$ cat config.mk
export PLATFORM = sky130hd
export DESIGN_NAME = bilerp_scaler
export DESIGN_NICKNAME = d
export VERILOG_FILES = /design/src/rtl/bilerp_pkg.sv /design/src/rtl/bilerp_ctrl.sv /design/src/rtl/bilerp_datapath.sv /design/src/rtl/bilerp_scaler.sv
export SDC_FILE = /design/constraint.sdc
export NUM_CORES = 1
export LEC_CHECK = 0
export BUFFER_PORTS_ARGS = -buffer_cell sky130_fd_sc_hd__buf_4
export CORE_MARGIN = 5
export CORE_UTILIZATION = 60
export DETAILED_ROUTE_END_ITERATION = 8
export GPL_ROUTABILITY_DRIVEN = 0
export PLACE_DENSITY = 0.88
export SLEW_MARGIN = 20
export SYNTH_ARGS = -nofsm -noshare
export SYNTH_HDL_FRONTEND = slang
export SYNTH_SLANG_ARGS = --single-unit
$ cat constraint.sdc
create_clock -name clk -period 7 [get_ports clk]
set_clock_uncertainty 0.05 [all_clocks]
set_input_delay 0.35 -clock clk [delete_from_list [all_inputs] [get_ports clk]]
set_output_delay 0.35 -clock clk [all_outputs]
set_load 0.05 [all_outputs]
$ cat src/rtl/bilerp_pkg.sv
package bilerp_pkg;

  // Strobes from control to datapath, each aligned to the stage that uses it
  typedef struct packed {
    logic shiftCol;  // stage 2: load new vertical result, move old one left
    logic outLoad;   // stage 4: capture output pixel
  } lerpStrobe_t;

  typedef enum logic [1:0] {
    COL_NONE = 2'd0,
    COL_ONE  = 2'd1,
    COL_PAIR = 2'd2
  } colState_t;

endpackage

$ cat src/rtl/bilerp_ctrl.sv
module bilerp_ctrl
  import bilerp_pkg::*;
(
  input  logic        clk,
  input  logic        rst,
  input  logic        inValid,
  input  logic        inAdvance,
  input  logic        inRowStart,
  input  logic        inEmit,
  output lerpStrobe_t strobe,
  output logic        outValid
);

  localparam int FIRE_DLY = 3;

  colState_t state, nextState;
  logic loadCol;
  logic fire0;
  logic shiftS1;
  logic [FIRE_DLY-1:0] firePipe;

  assign loadCol = inValid && inAdvance;

  always_comb begin
    nextState = state;
    if (loadCol) begin
      if (inRowStart) begin
        nextState = COL_ONE;
      end else begin
        case (state)
          COL_NONE: nextState = COL_ONE;
          default:  nextState = COL_PAIR;
        endcase
      end
    end
  end

  assign fire0 = inValid && inEmit && (nextState == COL_PAIR);

  always_ff @(posedge clk) begin
    if (rst) begin
      state    <= COL_NONE;
      shiftS1  <= 1'b0;
      firePipe <= '0;
      outValid <= 1'b0;
    end else begin
      state    <= nextState;
      shiftS1  <= loadCol;
      firePipe <= {firePipe[FIRE_DLY-2:0], fire0};
      outValid <= firePipe[FIRE_DLY-1];
    end
  end

  assign strobe.shiftCol = shiftS1;
  assign strobe.outLoad  = firePipe[FIRE_DLY-1];

endmodule

$ cat src/rtl/bilerp_datapath.sv
module bilerp_datapath
  import bilerp_pkg::*;
#(
  parameter int PIX_W  = 8,
  parameter int FRAC_W = 8
) (
  input  logic              clk,
  input  logic              rst,
  input  lerpStrobe_t       strobe,
  input  logic [PIX_W-1:0]  inTop,
  input  logic [PIX_W-1:0]  inBot,
  input  logic [FRAC_W-1:0] inDy,
  input  logic [FRAC_W-1:0] inDx,
  output logic [PIX_W-1:0]  outPix
);

  localparam int DIFF_W = PIX_W + 1;
  localparam int PROD_W = DIFF_W + FRAC_W + 1;
  localparam logic signed [PROD_W-1:0] HALF = PROD_W'(1) <<< (FRAC_W - 1);

  // base + round(prod / 2^FRAC_W); true result lies within pixel range
  function automatic logic [PIX_W-1:0] addScaled(
    input logic [PIX_W-1:0] base,
    input logic signed [PROD_W-1:0] prod
  );
    logic signed [PROD_W-1:0] sh;
    sh = (prod + HALF) >>> FRAC_W;
    return base + sh[PIX_W-1:0];
  endfunction

  // Stage 1: vertical difference and first multiplier stage
  logic signed [DIFF_W-1:0] vDiff;
  logic signed [FRAC_W:0]   dyS;
  logic signed [PROD_W-1:0] prodV;
  logic [PIX_W-1:0]         topS1;
  logic [FRAC_W-1:0]        dxS1;

  assign vDiff = $signed({1'b0, inBot}) - $signed({1'b0, inTop});
  assign dyS   = $signed({1'b0, inDy});

  // Stage 2: vertical result and the shared left-column register
  logic [PIX_W-1:0]  curV, leftV;
  logic [FRAC_W-1:0] dxS2;

  // Stage 3: horizontal difference and product
  logic signed [DIFF_W-1:0] hDiff;
  logic signed [FRAC_W:0]   dxS;
  logic signed [PROD_W-1:0] prodH;
  logic [PIX_W-1:0]         leftS3;

  assign hDiff = $signed({1'b0, curV}) - $signed({1'b0, leftV});
  assign dxS   = $signed({1'b0, dxS2});

  always_ff @(posedge clk) begin
    if (rst) begin
      prodV  <= '0;
      topS1  <= '0;
      dxS1   <= '0;
      curV   <= '0;
      leftV  <= '0;
      dxS2   <= '0;
      prodH  <= '0;
      leftS3 <= '0;
      outPix <= '0;
    end else begin
      prodV <= vDiff * dyS;
      topS1 <= inTop;
      dxS1  <= inDx;

      if (strobe.shiftCol) begin
        curV  <= addScaled(topS1, prodV);
        leftV <= curV;
      end
      dxS2 <= dxS1;

      prodH  <= hDiff * dxS;
      leftS3 <= leftV;

      if (strobe.outLoad) begin
        outPix <= addScaled(leftS3, prodH);
      end
    end
  end

endmodule

$ cat src/rtl/bilerp_scaler.sv
module bilerp_scaler
  import bilerp_pkg::*;
#(
  parameter int PIX_W  = 8,
  parameter int FRAC_W = 8
) (
  input  logic              clk,
  input  logic              rst,
  input  logic              inValid,
  input  logic              inAdvance,
  input  logic              inRowStart,
  input  logic              inEmit,
  input  logic [PIX_W-1:0]  inTop,
  input  logic [PIX_W-1:0]  inBot,
  input  logic [FRAC_W-1:0] inDy,
  input  logic [FRAC_W-1:0] inDx,
  output logic              outValid,
  output logic [PIX_W-1:0]  outPix
);

  lerpStrobe_t strobe;

  bilerp_ctrl u_ctrl (
    .clk        (clk),
    .rst        (rst),
    .inValid    (inValid),
    .inAdvance  (inAdvance),
    .inRowStart (inRowStart),
    .inEmit     (inEmit),
    .strobe     (strobe),
    .outValid   (outValid)
  );

  bilerp_datapath #(
    .PIX_W  (PIX_W),
    .FRAC_W (FRAC_W)
  ) u_dp (
    .clk    (clk),
    .rst    (rst),
    .strobe (strobe),
    .inTop  (inTop),
    .inBot  (inBot),
    .inDy   (inDy),
    .inDx   (inDx),
    .outPix (outPix)
  );

endmodule

* After elaboration in Yosys (flattened, before gate mapping) *
Index checks and enable logic that the tools add are counted.

word-level totals
  input port bits = 38
  register bits = 95
  logic and storage cells = 29
  output and inout bits = 9

cells by class
  multiplexer cells = 3
  reduce and logical (&&, ||, !) cells = 4
  $add $sub $neg = 6
  eq/ne operators = 1
  $mul = 2

operators with widths
  kind                                                             count
  16-bit by 9-bit adder with 16-bit output, second input constant  2
  9-bit by 9-bit multiplier with 16-bit output                     2
  8-bit by 8-bit subtractor with 9-bit output                      2
  8-bit adder                                                      2
  2-bit 2-to-1 mux                                                 3
  1-bit logical AND                                                3
  2-bit equality test, second input constant                       1
  2-bit logical NOT                                                1

* Longest topological paths before layout *
Gate-level depths: netlist (run 1).

  word-level depth = 6
  depth in mapped cells = 24
  gate-level depth less buffers = 24

* Modules after synthesis *
A second synthesis (run 1) with hierarchy kept.

unflattened totals
  cell total of the unflattened synthesis = 1,009
  area, all modules = 8,932.3 µm²

modules (own cells, without submodules)
  module           times used  cells an instance  area each (µm²)  seq. area each (µm²)
  bilerp_datapath  1           986                8,685.8          1,481.4
  bilerp_ctrl      1           23                 246.5            140.1

* Least setup slack after synthesis (run 1) *
No wires, ideal clock.

  path kind = register to register
  from = register u_dp.leftV[1]
  to = register u_dp.prodH[15]
  path slack = 1.356 ns
  path buffers = 0
  required time = 6.829 ns
  data arrival time = 5.474 ns
  period minus slack after synthesis = 5.644 ns
  library setup time = 0.121 ns
  cell stages (with the launch flop) = 22
  cells stage by stage = dfxtp_1 > inv_1 > ha_1 > nor2b_1 > o21ai_0 > a21boi_0 > o21a_1 > o21ai_2 > mux2_2 > fa_1 > inv_1 > fa_1 > inv_1 > fa_1 > fa_1 > inv_1 > ha_1 > a2111o_1 > a21o_1 > a221oi_2 > nor2_1 > mux2_2

on the way
  word-level cells in the longest chain between the ends = 2

ends and longest elaborated chain
  item                                          RTL line               RTL
  start: declaration                            bilerp_datapath.sv:42  logic [PIX_W-1:0] curV, leftV;
  start signal: assignment                      bilerp_datapath.sv:72  leftV <= curV;
  8-bit by 8-bit subtractor with 9-bit output   bilerp_datapath.sv:51  assign hDiff = $signed({1'b0, curV}) - $signed({1'b0, leftV});
  9-bit by 9-bit multiplier with 16-bit output  bilerp_datapath.sv:76  prodH <= hDiff * dxS;
  end signal: assignment                        bilerp_datapath.sv:76
  end: declaration                              bilerp_datapath.sv:48  logic signed [PROD_W-1:0] prodH;

Every way passes these cells.
A chain may end at the register's enable or synchronous reset.

* Final worst setup path (run 1) *
Same ends and word-level chain as after synthesis.

==> results.md, run 1 <==
- During placement, the flow inserted port buffers numbering 46.
- Entering global routing, the biggest net connects 89 pins.
- The first-pass iteration count of the detailed router is 5.
- Traced cell by cell, the critical path runs through inv_1 -> ha_1 -> nor2b_1 -> o21ai_0 -> a21boi_0 -> o21a_1 -> o21ai_2 -> mux2_2 -> fa_1 -> inv_1 -> fa_1 -> inv_1 -> fa_1 -> fa_1 -> inv_1 -> ha_1 -> a2111o_1 -> a21o_1 -> a221oi_2 -> nor2_1 -> mux2_2.
- Including well taps, the total number of placed cells is ~1200.
- The placeable core area is 0.0145 mm^2.
- For this run, the register share of the synthesized area comes to 0.182.
- After detailed routing, the total wire length is about 18000 um.
- The worst vdd rail ir drop is 0.000391 V.
- At the worst endpoint, the required time is 7.19 ns.
- Of all nets on the critical path, the largest fanout is 8.
- The combinational power share is 0.665.
- The post-detailed-placement half-perimeter wirelength is about 14000 um.
- Of the total power, the share spent switching nets is 0.447.
- For this run, the total global-route usage over all layers was measured as 0.212.
- The max-capacitance violation count is 0.
- After clock tree synthesis, the clock-pin slew on the worst setup and hold paths is 0.07 ns.
- After technology mapping, the gate count stands at slightly below 1000.
- The cell area power density is 342 mW/mm^2.
- The adder-cell share of the synthesized area is 0.373.
- The final total power is 3310 uW.
- In this run the worst hold path is classified as in -> reg.
- The endpoint arrival time on the critical path is between 6 and 7 ns.
- The clock passes through at most 2 buffers.
- The sequential cells in the finished layout cover a total of 0.00162 mm^2.
- The clock tree from TritonCTS is yes.
- The dominant combinational cell family by area after synthesis is adder cells.
- The total stage count of the critical path is 21.
- The actual transition at the worst max-transition pin is 1.02 ns.
- The simple-gate share of the synthesized area is 0.174.
- The I/O pin count is between 40 and 50.
- The sequential cell fraction of total power is 0.174.
- The synthesis-stage register bit count is 81.
- The share of synthesized area in the top cell type comes to 0.252.
- After detailed routing, the number of remaining DRC violations is 0.
- In this run the critical register-to-register path is captured at u_dp.prodH[15].
- The initial antenna violation count came to 0.
- Internal power comes to between 1500 and 2000 uW.
- The relative max-transition margin is 0.317.
- Post-CTS repair changed the size of 0 cells.
- Summing over every cut layer, the via total after detailed routing is 6486.
- The number of pins exceeding their max-slew limit in the final report is 0.
- The final layout contains 1260 nets.
- Dividing the detail-routed via count by the number of cells gives 5.35.
- The post-CTS setup buffer count is 0.
- The family with the most delay on the worst path is adder cells.
- The maximum clock frequency is 162 MHz.
- The multiplexer share of the synthesized area is 0.0435.
- Setup repair after global routing left no endpoint under its margin.
- The finished layout holds 1213 standard cells, fillers aside.
- The run finished with clean final reports.
- The worst register-to-register path has a setup slack of 0.81 ns.
- The cell type with the largest total area after synthesis is fa_1.
- The standard cell with the maximum stage delay on the critical path is fa_1.
- The kind of start point of the critical path is a register.
- Hold repair after CTS inserted 0 buffers.
- The remaining antenna violation count after routing is 0.
- The maximum level of the CTS H-tree is 3.
- Summing all multi-input logic gate instances after layout gives 0.00642 mm^2.
- Of the available clock period, the critical path in the final layout requires 0.884.
- The area growth from synthesis to layout is 8.79%.
- The later pin in the worst-skew pair is clocked with a latency of 0.35 ns.
- The clock sink total is a little over 80.
- Counting every net in the synthesized netlist gives between 1000 and 1500.
- The cell sitting at the root of the clock tree is a clkbuf_16.
- The post-synthesis share of cell area spent on xor and xnor gates is 0.0600.
- The post-synthesis average cell area is approximately 9 um^2.
- STA classifies the critical path endpoint as a register.
- The sum of negative setup slack is 0 ns.
- The end point of the critical path is u_dp.prodH[15].
- The wire length of the first global-routing pass is 30600 um.
- The flip-flop cell with the highest count after synthesis is dfxtp_1.
- The critical path in this run is classified as reg -> reg.
- On the worst path, the slowest cell contributes a delay of approximately 0.53 ns.
- The worst path in the final design needs a cycle of 6.19 ns, including I/O delays and setup.
- After global routing the overflow that remains totals 0.
- The die span in x is 132 um.
- The initial cell density of the core is 0.613.
- The worst setup path startpoint is u_dp.leftV[1].
- The worst register-to-register path begins at u_dp.leftV[1].
- In the layout the commonest cells are inv_1, fa_1, ha_1.
- Buffers inserted during clock tree synthesis total 9.
- The leading cell type in the layout, fill and taps excluded is inv_1.
- The share of final-layout standard cells stronger than drive strength 1 is 0.0884.
- The overall die area is approximately 0.017 mm^2.
- After synthesis, the cell types taking the most area are fa_1, dfxtp_1, ha_1, inv_1, xnor2_1.
- The first-iteration detailed-routing DRC count is ~370.
- The initialized floorplan defines 44 standard-cell rows.
- The synthesized design contains 0 enable-type register cells.
- Fill cells in the final layout number 1131.
- The number of endpoints failing setup at the final stage is 0.
- The number of diodes added for antenna fixing is 0.
- The total leakage power is 0.00476 uW.
- Summed over all nets, the switching power comes to 1480 uW.
- The compound-gate portion of the synthesized area was 0.0709.
- The average wire per standard cell is roughly 15 um.
- The number of warnings printed during yosys synthesis is 0.
- The via count of the first global-routing pass is 6552.
- The total count of hold-check failures in the final report is 0.
- For the worst flop-to-flop path, the logic depth is 21.
- The share of total power dissipated in the clock network is 0.160.
- The die height is 132 um.
- After synthesis, the netlist uses 53 different library cells.
- The fraction of registers with async set/reset is 0.
- The post-synth design cell area is 0.00891 mm^2.
- The critical path contains buffers and inverters numbering 4 combined.
## worst register-to-register path: stages, from the launching register on
cell and delay (ns):
dfxtp_1 0.38, inv_1 0.08, ha_1 0.30, nor2b_1 0.13, o21ai_0 0.21, a21boi_0 0.16, o21a_1 0.23, o21ai_2 0.51
mux2_2 0.43, fa_1 0.53, inv_1 0.05, fa_1 0.49, inv_1 0.05, fa_1 0.49, fa_1 0.49, inv_1 0.04
ha_1 0.20, a2111o_1 0.42, a21o_1 0.22, a221oi_2 0.26, nor2_1 0.07, mux2_2 0.29
## metal layers
layer,track usage,vias up,share of wire
li1,-,3155,-
met1,0.276,3096,0.42
met2,0.357,190,0.49
met3,0.0397,45,0.059
met4,0.0749,0,0.029
met5,0,-,0
## flip-flops by register name (all words and copies together), names as in the netlist
name and cells:
u_dp.dxS1 8, u_dp.prodH 9, u_ctrl.firePipe 3, u_dp.topS1 8, u_ctrl.outValid 1, u_dp.leftV 8, u_ctrl.state 2, u_ctrl.shiftS1 1
u_dp.prodV 9, u_dp.leftS3 8, u_dp.curV 8, u_dp.dxS2 8, u_dp.outPix 8
## power by group through the flow
stage	Clock (uW)	Combinational [uW]	Sequential, uW
floorplan	0	1780	571
global placement	0	2090	584
detailed placement	0	2190	587
CTS	545	2220	577
global route	561	2530	587
finish	530	2200	577
## cell families after synthesis
logic type               after synthesis
AO/OA/AOI/OAI                         90
buffers and inverters                222
flip-flops                            81
multiplexers                          37
XOR/XNOR                              61
AND/OR/NAND/NOR                      306
adder cells (fa/ha/maj)              198
## area by class of cell
type	instances	share of cell area
clock buffers	9	0.0232
clock inverters	7	0.0111
repair buffers	48	0.0372
well taps	184	0.0238
flip-flops and latches	81	0.167
inverters	192	0.0744
multi-input cells	692	0.663
## how the worst min path moves through the flow
stage                             startpoint                  to  cells past startpoint
after floorplan           u_ctrl.firePipe[0]  u_ctrl.firePipe[1]                      1
after global placement          u_dp.dxS1[2]        u_dp.dxS2[2]                      1
final                                inDx[2]        u_dp.dxS1[2]                      2
after global routing                 inDx[5]        u_dp.dxS1[5]                      2
after CTS                            inDx[6]        u_dp.dxS1[6]                      2
after detailed placement        u_dp.dxS1[7]        u_dp.dxS2[7]                      1
## synthesized netlist by cell type (all sizes together) (2+ instances only)
library cell and n:
a21o 12, mux2i 23, buf 7, nor2b 40, a21boi 2, mux2 14
xor2 19, nand4 2, and2 38, and2b 4, a21oi 20, dfxtp 81
or3 4, a22o 2, o311ai 2, nand2b 29, fa 112, ha 86
nand4b 2, a31oi 5, o2111ai 2, nor3 6, or4b 2, and4b 2
a2111o 2, nand3 21, or2 2, xnor2 42, nor4b 2, o31a 3
a31o 3, a211oi 5, and3 8, o21ai 15, nor2 68, o21a 5
o21bai 5, clkbuf 23, inv 192, nand2 75, o21ba 2
## metrics by stage
stage	worst slack, ns	area (um^2)	hold slack, ns	util
after floorplan	1.36	8910	0.364	-
after global placement	0.988	9360	0.367	0.644
after detailed placement	0.820	9360	0.370	0.644
after CTS	0.822	9690	0.145	0.667
after global routing	0.474	9690	0.163	0.667
final	0.811	9690	0.161	0.667
Power figures use the tool's default switching activity.
==> run 2: changes to the inputs <==
Settings changed: GPL_TIMING_DRIVEN from default to 0.
==> run 2 against run 1 <==
Effect of this change: design area up 0.53%; final cell count is 1.8% higher; routed wire length is 1.7% higher; highest routed layer unchanged.
==> results.md, run 2 (synthesized netlist as in run 1, its figures left out) <==
- The run finished with clean final reports.
- The maximum clock frequency is 158 MHz (-2.1%).
- The combinational power share is 0.676 (+0.011).
- The cell-internal power is 1790 uW (-2.3%).
- The actual transition at the worst max-transition pin is 0.745 ns (-0.278 ns).
- The sum of negative setup slack is 0 ns (unchanged).
- The library cell used most frequently in the layout, excluding fill and tap cells, is inv_1.
- The final critical-path share of the clock period was 0.903 (+0.0188).
- The sort of element at the end of the critical path is a register.
- Setup repair after global routing left no endpoint under its margin.
- The kind of critical path is reg -> reg.
- The required time at the endpoint of the critical path is 7.15 ns (-0.04 ns).
- The met3 capacity usage during global routing is 0.0462 (+0.00649).
- The first-pass iteration count of the detailed router came to 5 (unchanged).
- The maximum buffer depth of the clock tree came to 2 (unchanged).
- The die span in x was 132 um (unchanged).
- The number of endpoints failing setup at the final stage is 0 (unchanged).
- The post-detailed-placement half-perimeter wirelength came to 14700 um (+4.2%).
- The wire length of the first global-routing pass is 31200 um (+1.9%).
- The largest registers in the layout are u_dp.prodH x9, u_dp.prodV x9.
- The library cells used most frequently in the layout, excluding fill and tap cells, are inv_1, fa_1, ha_1.
- The overall die area is 0.0174 mm^2 (unchanged).
- The switching power of the nets is 1460 uW (-1.4%).
- The highest fanout seen on the critical path was 8 (unchanged).
- The total count of hold-check failures in the final report is 0 (unchanged).
- The final core utilization is 0.670 (+0.00353).
- The worst hold-check path type is in -> reg.
- In this run the most used layer during global routing was met2.
- The number of diodes added for antenna fixing is 0 (unchanged).
- The total of buffers placed on input and output ports is 40 (-13%).
- The clock transition time at the flip-flop clock pins of the worst setup and hold paths is 0.06 ns (about the same).
- The via count normalized by instance count is 5.34 (about the same).
- The max-capacitance violation count is 0 (unchanged).
- The global routing met2 resource utilization is 0.356 (-0.000564).
- The I/O pin count came to 47 (unchanged).
- The number of pins exceeding their max-slew limit in the final report came to 0 (unchanged).
- The pre-CTS setup slack is 0.748 ns (-0.0726 ns).
- The first-iteration detailed-routing DRC count is 370 (-0.80%).
- The met1 capacity usage during global routing was 0.290 (+0.0139).
- The net count of the finished layout is 1282 (+1.7%).
- The remaining antenna violation count after routing came to 0 (unchanged).
- The maximum number of pins on one net before global-route repair is 15 (-83%).
- The worst path setup slack after routing is 0.679 ns (-0.132 ns).
- The clock sink total was 81 (unchanged).
- The worst-skew pair later-pin latency was 0.34 ns (about the same).
- The maximum level of the CTS H-tree is 3 (unchanged).
- The relative max-transition margin is 0.500 (+0.183).
- The sequential cell fraction of total power is 0.176 (+0.002).
- The switching share of power is 0.450 (+0.00239).
- The share of final-layout standard cells stronger than drive strength 1 was 0.0837 (-0.00471).
- The total DRC errors in the routed layout is 0 (unchanged).
- The total routing usage reported by global routing is 0.215 (+0.00282).
- The overall overflow remaining after global route is 0 (unchanged).
- The endpoint arrival time on the critical path is 6.47 ns (+0.09 ns).
- The clock power share is 0.147 (-0.013).
- The via count of the first global-routing pass came to 6829 (+4.2%).
- The CTS buffer count is 9 (unchanged).
- The count of hold-fix buffers inserted at cts is 0 (unchanged).
- The clock tree from TritonCTS is yes.
- The total leakage power is 0.00477 uW (+0.13%).
- The clock tree root buffer cell is clkbuf_16.
- The worst vdd rail ir drop is 0.000369 V (-5.7%).
- The initial cell density of the core is 0.613 (unchanged).
- The kind of start point of the critical path is a register.
- The post-CTS setup buffer count is 0 (unchanged).
- The number of core rows is 44 (unchanged).
- The cell area power density is 333 mW/mm^2 (-2.4%).
- The routed wire length was 18100 um (+1.7%).
- The post-layout minimum cycle time is 6.32 ns (+0.132 ns).
- The area growth from synthesis to layout is 9.37%.
- The average wire per standard cell is 14.7 um (-0.11%).
- The placeable core area was 0.0145 mm^2 (unchanged).
- The number of gates given a new drive strength after cts is 0 (unchanged).
- The die height came to 132 um (unchanged).
- The total via count in the routed design was 6601 (+1.8%).
- The initial antenna violation count is 0 (unchanged).
-- run 2: changes by cell type in the layout (fill, tap and decap cells not counted), sizes merged --
cell,before,now
inv,196,193
clkinv,0,3
clkbuf,9,33
bufinv,2,1
buf,48,47
-- run 2: worst max-delay path, stage by stage, from the launching register on --
cell and delay, ns:
dfxtp_1 0.39, inv_1 0.08, ha_1 0.29, nor2b_1 0.13
o21ai_0 0.24, a21boi_0 0.18, o21a_1 0.23, o21ai_2 0.45
mux2_2 0.42, fa_1 0.53, inv_1 0.05, fa_1 0.49
inv_1 0.05, fa_1 0.50, fa_1 0.50, inv_1 0.05
ha_1 0.20, a2111o_1 0.44, a21o_1 0.27, a31oi_1 0.22
xor2_1 0.29, nor2_1 0.09
-- run 2: layout make-up --
type / count / area [um^2]
buffer: 30 / 140
timing repair buffer: 40 / 300
inverter: 192 / 721
multi-input combinational: 692 / 6420
sequential: 81 / 1620
clock inverter: 6 / 65.1
clock buffer: 10 / 239
tap: 184 / 230
fill: 1124 / 4790
-- run 2: path summary, 6_finish.rpt --
kind / startpoint / to / slack [ns] / cells after the start
worst max-delay path: u_dp.leftV[1] / u_dp.prodH[14] / 0.68 / 21
worst min-delay path: inDx[0] / u_dp.dxS1[0] / 0.17 / 2
worst max register to register: u_dp.leftV[1] / u_dp.prodH[14] / 0.68 / 21
worst min register to register: u_dp.dxS1[4] / u_dp.dxS2[4] / 0.38 / 1
-- run 2: power groups by stage --
| stage | Clock [uW] | Combinational, uW | Sequential [uW] |
|---|---|---|---|
| floorplan | 0 | 1780 | 571 |
| global placement | 0 | 2100 | 578 |
| detailed placement | 0 | 2190 | 581 |
| CTS | 482 | 2220 | 572 |
| global route | 503 | 2570 | 579 |
| finish | 478 | 2200 | 573 |
-- run 2: layer usage --
layer / vias to the layer above / wire, um
li1: 3205 / -
met1: 3170 / 8150
met2: 192 / 8510
met3: 34 / 1090
met4: 0 / 389
met5: - / 0
-- run 2: stage by stage --
| stage | cell area, um^2 | hold slack [ns] | std cells | power, uW |
|---|---|---|---|---|
| floorplan | 8910 | 0.364 | 995 | 2350 |
| global placement | 9440 | 0.366 | 1219 | 2670 |
| detailed placement | 9440 | 0.371 | 1219 | 2770 |
| CTS | 9740 | 0.162 | 1235 | 3270 |
| global route | 9740 | 0.168 | 1235 | 3650 |
| finish | 9740 | 0.168 | 1235 | 3250 |
==> run 3: changes to the inputs <==
Settings changed: CORE_UTILIZATION 60 to 50, PLACE_DENSITY 0.88 to 0.77.
==> run 3 against run 2 <==
Effect of this change: global-route usage shrank 2.6 points; clock power shrank 7.9%; flip-flop and latch count is the same; fmax grew 2.4%.
==> results.md, run 3 (synthesized netlist as in run 1, its figures left out) <==
- The overall overflow remaining after global route is 0 (unchanged).
- The end point of the critical path is u_dp.prodH[15].
- The die height came to 143 um (+8.8%).
- The biggest cell delay along the critical path came to 0.53 ns (about the same).
- In the final layout, the registers with the most flip-flops are u_dp.prodH x9, u_dp.prodV x9.
- The number of placed instances with taps included is 1260 (+3.4%).
- The count of hold-fix buffers inserted at cts is 0 (unchanged).
- The worst setup path startpoint is u_dp.leftV[1].
- The I/O pin count was 47 (unchanged).
- The initial cell density of the core is 0.511 (-0.101).
- The post-route cell area is 0.00977 mm^2 (+0.30%).
- The worst-skew pair later-pin latency is 0.34 ns (about the same).
- The wire length of the first global-routing pass is 31400 um (+0.69%).
- The non-filler instance count after layout was 1275 (+3.2%).
- The post-CTS setup buffer count came to 0 (unchanged).
- The highest fanout seen on the critical path came to 8 (unchanged).
- The total via count in the routed design came to 6463 (-2.1%).
- The maximum buffer depth of the clock tree is 2 (unchanged).
- The maximum clock frequency is 162 MHz (+2.4%).
- The end of the worst register-to-register path is u_dp.prodH[15].
- The total routing usage reported by global routing is 0.189 (-0.0264).
- The post-layout minimum cycle time is 6.17 ns (-0.147 ns).
- The maximum level of the CTS H-tree is 3 (unchanged).
- The clock transition time at the flip-flop clock pins of the worst setup and hold paths is 0.06 ns (about the same).
- The startpoint identified for the worst register-to-register timing path is u_dp.leftV[1].
- The worst path setup slack after routing is 0.826 ns (+0.147 ns).
- The total of buffers placed on input and output ports is 40 (unchanged).
- The total buffers and inverters traversed by the critical path is 4 (unchanged).
- The overall die area is 0.0206 mm^2 (+18%).
- The number of gates given a new drive strength after cts came to 0 (unchanged).
- The leading cell type in the layout, fill and taps excluded is inv_1.
- The slack of the worst reg-to-reg path is 0.83 ns (+0.15 ns).
- The pre-CTS setup slack was 0.717 ns (-0.0305 ns).
- The total leakage power was 0.00475 uW (-0.29%).
- The clock tree root buffer cell is clkbuf_16.
- The final critical-path share of the clock period is 0.882 (-0.0210).
- Walking the worst path, the cells encountered are inv_1 -> ha_1 -> nor2b_1 -> o21ai_0 -> a21boi_0 -> o21a_1 -> o21ai_2 -> mux2_2 -> fa_1 -> inv_1 -> fa_1 -> inv_1 -> fa_1 -> fa_1 -> inv_1 -> ha_1 -> a2111o_1 -> a21o_1 -> a221oi_2 -> nor2_1 -> mux2_2.
- The actual transition at the worst max-transition pin is 0.796 ns (+0.0507 ns).
- On the critical path, the stage with the largest delay is an instance of fa_1.
- Setup repair after global routing left no endpoint under its margin.
- The final core utilization is 0.561 (-0.109).
- The cell area power density is 333 mW/mm^2 (about the same).
- The worst setup path is of the reg -> reg kind.
- The first-pass iteration count of the detailed router is 6 (+1).
- The maximum number of pins on one net before global-route repair was 14 (-1).
- The routed wire length was 18200 um (+0.26%).
- The sort of element at the end of the critical path is a register.
- The flow ran to the end, and the final reports show no timing, DRC or antenna violations.
- The sum of negative setup slack is 0 ns (unchanged).
- The net count of the finished layout is 1282 (unchanged).
- The post-detailed-placement half-perimeter wirelength is 15200 um (+3.5%).
- The max-capacitance violation count is 0 (unchanged).
- The first-iteration detailed-routing DRC count came to 275 (-26%).
- The number of diodes added for antenna fixing is 0 (unchanged).
- The worst hold-check path type is in -> reg.
- In the layout the commonest cells are inv_1, fa_1, ha_1.
- The die span in x is 143 um (+8.8%).
- The via count of the first global-routing pass is 6874 (+0.66%).
- The via count normalized by instance count is 5.07 (-5.2%).
- The worst reg-to-reg path cell count was 21 (unchanged).
- The total count of hold-check failures in the final report was 0 (unchanged).
- The cell area reported after detailed placement is 0.00949 mm^2 (+0.54%).
- In this design, the largest share of critical-path delay is due to adder cells.
- The remaining antenna violation count after routing is 0 (unchanged).
- The CTS buffer count is 9 (unchanged).
- The number of endpoints failing setup at the final stage is 0 (unchanged).
- The required time at the endpoint of the critical path is 7.18 ns (+0.03 ns).
- The placeable core area is 0.0174 mm^2 (+20%).
- The worst setup path is launched from a register.
- The share of final-layout standard cells stronger than drive strength 1 is 0.0819 (-0.00183).
- The area growth from synthesis to layout is 9.69%.
- The initial antenna violation count is 1 (+1).
- The clock sink total is 81 (unchanged).
- The number of core rows is 48 (+9.1%).
- The endpoint arrival time on the critical path came to 6.35 ns (-0.12 ns).
- The number of filler cells placed in the layout is 1598 (+42%).
- The total stage count of the critical path came to 21 (unchanged).
- The total DRC errors in the routed layout is 0 (unchanged).
- The number of pins exceeding their max-slew limit in the final report was 0 (unchanged).
- The relative max-transition margin came to 0.466 (-0.0340).
- TritonCTS built the clock tree.
- The worst vdd rail ir drop is 0.000282 V (-24%).
- The average wire per standard cell is 14.3 um (-2.9%).
## run 3: cell types whose count changed in the layout (fill, tap and decap cells not counted), sizes merged
cell / change
clkinv: -2
bufinv: -1
clkbuf: +2
## run 3: metal layers
| metal | global-route usage | wire, um | part of all wire |
|---|---|---|---|
| met5 | 0 | 19 | 0.0010 |
| met4 | 0.0471 | 252 | 0.014 |
| met1 | 0.243 | 8110 | 0.45 |
| met2 | 0.328 | 8920 | 0.49 |
| met3 | 0.0369 | 891 | 0.049 |
## run 3: report_power, final
part | switching (uW) | internal, uW | leakage [uW]
clock network | 181 | 259 | 0.000135
logic | 1260 | 977 | 0.00396
registers | 42.3 | 530 | 0.000663
total | 1490 | 1770 | 0.00475
## run 3: worst reg2reg max path: stages (launching register included)
cell and delay [ns]:
dfxtp_1 0.38, inv_1 0.07, ha_1 0.28, nor2b_1 0.12, o21ai_0 0.22, a21boi_0 0.16
o21a_1 0.23, o21ai_2 0.45, mux2_2 0.42, fa_1 0.53, inv_1 0.06, fa_1 0.51
inv_1 0.06, fa_1 0.50, fa_1 0.50, inv_1 0.04, ha_1 0.20, a2111o_1 0.44
a21o_1 0.26, a221oi_2 0.27, nor2_1 0.06, mux2_2 0.26
## run 3: worst min path at each step
stage                                  start            endpoint  depth (start not counted)
final                                inDx[7]        u_dp.dxS1[7]                          2
after global routing                 inDx[7]        u_dp.dxS1[7]                          2
after CTS                            inDx[1]        u_dp.dxS1[1]                          2
after detailed placement        u_dp.dxS1[5]        u_dp.dxS2[5]                          1
after global placement          u_dp.dxS1[2]        u_dp.dxS2[2]                          1
after floorplan           u_ctrl.firePipe[0]  u_ctrl.firePipe[1]                          1
## run 3: per-stage QoR
stage | power, uW | hold slack [ns]
2_1_floorplan | 2350 | 0.364
3_3_place_gp | 2720 | 0.368
3_5_place_dp | 2800 | 0.376
4_1_cts | 3280 | 0.159
5_1_grt | 3610 | 0.164
6_report | 3250 | 0.170
## run 3: layout make-up
class | count | area (um^2) | area share
clock inverter | 3 | 25.0 | 0.00256
buffer | 30 | 140 | 0.0143
timing repair buffer | 40 | 300 | 0.0307
tap | 225 | 282 | 0.0288
sequential | 81 | 1620 | 0.166
multi-input combinational | 692 | 6420 | 0.658
clock buffer | 12 | 256 | 0.0263
inverter | 192 | 721 | 0.0738
